--- config.mk ---
export PLATFORM = sky130hd
export DESIGN_NAME = pc_kill_ctrl
export DESIGN_NICKNAME = d
export VERILOG_FILES = /design/src/rtl/pc_kill_pkg.sv /design/src/rtl/pc_kill_opc_class.sv /design/src/rtl/pc_kill_br_resolve.sv /design/src/rtl/pc_kill_redirect_arb.sv /design/src/rtl/pc_kill_ctrl.sv
export SDC_FILE = /design/constraint.sdc
export NUM_CORES = 1
export LEC_CHECK = 0
export ABC_AREA = 1
export CAP_MARGIN = 20
export CORE_AREA = 8 8 45 47
export DETAILED_ROUTE_END_ITERATION = 16
export DIE_AREA = 0 0 53 55
export PLACE_DENSITY = 0.48
export SYNTH_ARGS = -nofsm -noshare
export SYNTH_HDL_FRONTEND = slang
export SYNTH_SLANG_ARGS = --single-unit
--- constraint.sdc ---
create_clock -name vclk -period 2.12
set_clock_uncertainty 0.2 [all_clocks]
set_input_delay 0.318 -clock vclk [all_inputs]
set_output_delay 0.318 -clock vclk [all_outputs]
set_load 0.02 [all_outputs]
--- src/rtl/pc_kill_pkg.sv ---
package pc_kill_pkg;

  localparam int unsigned OPC_W   = 6;
  localparam int unsigned NUM_STG = 2;
  localparam int unsigned STG_D   = 0;
  localparam int unsigned STG_E   = 1;

  localparam logic [OPC_W-1:0] OPC_J    = 6'd2;
  localparam logic [OPC_W-1:0] OPC_JAL  = 6'd3;
  localparam logic [OPC_W-1:0] OPC_BEQZ = 6'd4;
  localparam logic [OPC_W-1:0] OPC_BNEZ = 6'd5;
  localparam logic [OPC_W-1:0] OPC_JR   = 6'd6;
  localparam logic [OPC_W-1:0] OPC_JALR = 6'd7;

  typedef enum logic [2:0] {
    CLS_SEQ,
    CLS_JABS,
    CLS_JIND,
    CLS_BEQZ,
    CLS_BNEZ
  } ctl_cls_e;

  typedef enum logic [1:0] {
    PC_SEQ  = 2'd0,
    PC_JABS = 2'd1,
    PC_JIND = 2'd2,
    PC_BR   = 2'd3
  } pc_sel_e;

endpackage

--- src/rtl/pc_kill_opc_class.sv ---
module pc_kill_opc_class
  import pc_kill_pkg::*;
#(
  parameter int unsigned OpcW = OPC_W
) (
  input  logic [OpcW-1:0] opc_i,
  output ctl_cls_e        cls_o
);

  always_comb begin
    cls_o = CLS_SEQ;
    if (opc_i == OpcW'(OPC_J) || opc_i == OpcW'(OPC_JAL))        cls_o = CLS_JABS;
    else if (opc_i == OpcW'(OPC_JR) || opc_i == OpcW'(OPC_JALR)) cls_o = CLS_JIND;
    else if (opc_i == OpcW'(OPC_BEQZ))                            cls_o = CLS_BEQZ;
    else if (opc_i == OpcW'(OPC_BNEZ))                            cls_o = CLS_BNEZ;
  end

endmodule

--- src/rtl/pc_kill_br_resolve.sv ---
module pc_kill_br_resolve
  import pc_kill_pkg::*;
(
  input  ctl_cls_e cls_i,
  input  logic     zero_i,
  output logic     taken_o
);

  always_comb begin
    unique case (cls_i)
      CLS_BEQZ: taken_o = zero_i;
      CLS_BNEZ: taken_o = ~zero_i;
      default:  taken_o = 1'b0;
    endcase
  end

endmodule

--- src/rtl/pc_kill_redirect_arb.sv ---
module pc_kill_redirect_arb
  import pc_kill_pkg::*;
(
  input  logic     br_taken_i,
  input  ctl_cls_e cls_d_i,
  input  logic     stall_i,
  output pc_sel_e  pc_sel_o,
  output logic     kill_d_o,
  output logic     kill_e_o,
  output logic     hold_o
);

  logic jump_d;

  assign jump_d = (cls_d_i == CLS_JABS) || (cls_d_i == CLS_JIND);

  // older (execute) redirect first
  always_comb begin
    if (br_taken_i)                pc_sel_o = PC_BR;
    else if (cls_d_i == CLS_JABS)  pc_sel_o = PC_JABS;
    else if (cls_d_i == CLS_JIND)  pc_sel_o = PC_JIND;
    else                           pc_sel_o = PC_SEQ;
  end

  assign kill_d_o = br_taken_i | jump_d;
  assign kill_e_o = br_taken_i | stall_i;
  // decode slot is wrong-path when a branch is taken: its stall is void
  assign hold_o   = stall_i & ~br_taken_i;

endmodule

--- src/rtl/pc_kill_ctrl.sv ---
module pc_kill_ctrl
  import pc_kill_pkg::*;
#(
  parameter int unsigned OpcW = OPC_W
) (
  input  logic [OpcW-1:0] opc_d_i,
  input  logic [OpcW-1:0] opc_e_i,
  input  logic            zero_e_i,
  input  logic            stall_i,
  output logic [1:0]      pc_sel_o,
  output logic            ird_sel_o,
  output logic            ire_sel_o,
  output logic            fetch_hold_o
);

  logic [OpcW-1:0] opc_stg [NUM_STG];
  ctl_cls_e        cls_stg [NUM_STG];
  logic            br_taken;
  pc_sel_e         pc_sel;

  assign opc_stg[STG_D] = opc_d_i;
  assign opc_stg[STG_E] = opc_e_i;

  for (genvar g = 0; g < NUM_STG; g++) begin : g_cls
    pc_kill_opc_class #(.OpcW(OpcW)) i_cls (
      .opc_i (opc_stg[g]),
      .cls_o (cls_stg[g])
    );
  end

  pc_kill_br_resolve i_br (
    .cls_i   (cls_stg[STG_E]),
    .zero_i  (zero_e_i),
    .taken_o (br_taken)
  );

  pc_kill_redirect_arb i_arb (
    .br_taken_i (br_taken),
    .cls_d_i    (cls_stg[STG_D]),
    .stall_i    (stall_i),
    .pc_sel_o   (pc_sel),
    .kill_d_o   (ird_sel_o),
    .kill_e_o   (ire_sel_o),
    .hold_o     (fetch_hold_o)
  );

  assign pc_sel_o = pc_sel;

endmodule

==> impl_metrics.csv <==
group,metric,value,unit
status,outcome,"completed",
logic_synthesis,ys_types,8,
place,pre_cts_ws,-190,ps
timing,drv_slew,0,
logic_synthesis,synthTopCellsByCount,"8 x nand2_1, 7 x inv_1, 5 x nor2_1",
routing,drt.antenna.violating_nets,0,
place,io_buffers,18,
timing,fmaxAchievable,0.495,GHz
place,place_congestion,0.659,
worst_setup_path,setup.worst_path.start_class,"primary input",
grt,grt-ovfl-total,0,
timing,postLayoutSetupSlackWorst,98.6,ps
grt,grt_usage,0.0245,
logic_synthesis,yosys-top-cells-area,"nand2_1 25%, inv_1 22%, nor2_1 15%",
worst_setup_path,crit_chain,"clkdlybuf4s50_1 > inv_1 > nand2_2 > inv_2 > nor2_2 > nand2_2 > nand2_1 > dlygate4sd2_1",
cells_and_area,diodes,0,
routing,vias_per_cell,3.24,
worst_setup_path,crit_required,1600,ps
timing,max_slew_margin,0.859,
routing,totalWireLength,431,um
timing,hold_viol,0,
logic_synthesis,synthCells,28,
power_and_ir_drop,peakVddDrop,44.9,uV
floorplanning,fp.dieW,53,um
routing,drt-initial-drc-count,1,
logic_synthesis,synthesis.area,121,sq um
cells_and_area,multiInputGateArea,91.3,sq um
routing,drtPass1Iterations,4,
timing,worst_hold_slack,1250,ps
cells_and_area,drive_gt1_frac,0.109,
routing,avgRoutedWirePerCell,6.95,um
worst_setup_path,critical_path_class,"primary input to output port",
worst_setup_path,slowest_stage,"clkdlybuf4s50_1",
floorplanning,ios,19,
logic_synthesis,yosysTopAreaCell,"nand2_1",
logic_synthesis,synth_most_common_cell,"nand2_1",
worst_setup_path,crit_top_cell,"nand2_2",
floorplanning,die_y,55,um
cells_and_area,clock_buffers,0,
logic_synthesis,synth_top_area_share,0.247,
power_and_ir_drop,leakagePower,0.183,nW
power_and_ir_drop,p_total,0.0000479,W
worst_setup_path,cp_max_fo,4,
worst_setup_path,max_stage_delay,470,ps
flow_run,maxCapViolCount,0,
worst_setup_path,endpoint_kind,"output port",
power_and_ir_drop,powerDensity,152,nW/um^2
timing,rsz0062_at_grt,"false",
timing,period_minus_slack,2020,ps
routing,num_vias,201,
floorplanning,die-area,2920,sq um
timing,setup_viol,0,
cells_and_area,regArea,0,sq um
place,dp_hpwl,420,um
logic_synthesis,seq_area_frac_synth,0,
grt,grt_max_degree,5,
worst_setup_path,arrival,1500,ps
logic_synthesis,syn_avg_cell_area,4.33,sq um
hold_path,hp-class,"primary input to output port",
cells_and_area,final_util,0.228,
logic_synthesis,syn-num-nets,42,
cells_and_area,fill_cells,167,
floorplanning,start_util,0.0877,
cells_and_area,area_growth,160,%
grt,grt_first_pass_wirelength,607,um
grt,grt_pass1_vias,166,
logic_synthesis,ys.warnings.count,0,
routing,drc,0,
grt,antenna_found_initial,0,
cells_and_area,nets,62,
timing,tightestPinTransition,212,ps
clocking,post-cts-setup-buffers,0,
timing,fin_crit_sh,0.953,
cells_and_area,seq_cells,0,
floorplanning,row_count,14,
floorplanning,core_area,1380,sq um
## cell families after synthesis
| family | count (synthesis) | share of synthesized area |
|---|---|---|
| buf+inv | 8 | 0.247 |
| simple gates | 20 | 0.753 |
## critical path: cells and delay by family
family	cells	cell delay, ps
and+or+nand+nor	4	300
buffers and inverters	4	880
## layer usage
| metal | routed length [um] | GRT usage | part of all wire |
|---|---|---|---|
| met5 | 0 | 0 | 0 |
| met4 | 0 | 0 | 0 |
| met3 | 79 | 0.00802 | 0.18 |
| met2 | 182 | 0.0469 | 0.42 |
| met1 | 169 | 0.0271 | 0.39 |
## cell type report
type	instances	share of cell area
Multi-Input combinational cell	20	0.290
Inverter	8	0.0952
Tap cell	16	0.0635
Timing Repair Buffer	18	0.552
## placed cells by master (no fill, tap or decap)
master,count
inv_2,1
clkdlybuf4s50_1,13
nand3b_1,1
dlygate4sd2_1,5
nand2_2,2
nand2_1,8
nor2_1,5
nor2_2,2
nand3_1,2
inv_1,7
## worst paths after layout
kind / cells past startpoint / from / to / slack [ps]
max: 8 / zero_e_i / pc_sel_o[0] / 100
min: 4 / stall_i / fetch_hold_o / 1250
## stage by stage
step                instance area, sq um  setup TNS, ps  std cells
global placement                     322           -793         62
global route                         315              0         62
floorplan                            121              0         28
CTS                                  315              0         62
detailed placement                   322           -843         62
finish                               315              0         62
## report_power, final
part | total [W] | switching [W] | leakage, nW | internal (W)
combinational | 0.0000479 | 0.0000184 | 0.183 | 0.0000295
clock | 0 | 0 | 0 | 0
sequential | 0 | 0 | 0 | 0
## repair_timing
item / CTS / global route
hold endpoints to repair: 0 / 0
hold buffers: 0 / 0
gates resized for setup: 5 / 0
setup endpoints to repair: 5 / 0
(Power assumes the default switching activity.)
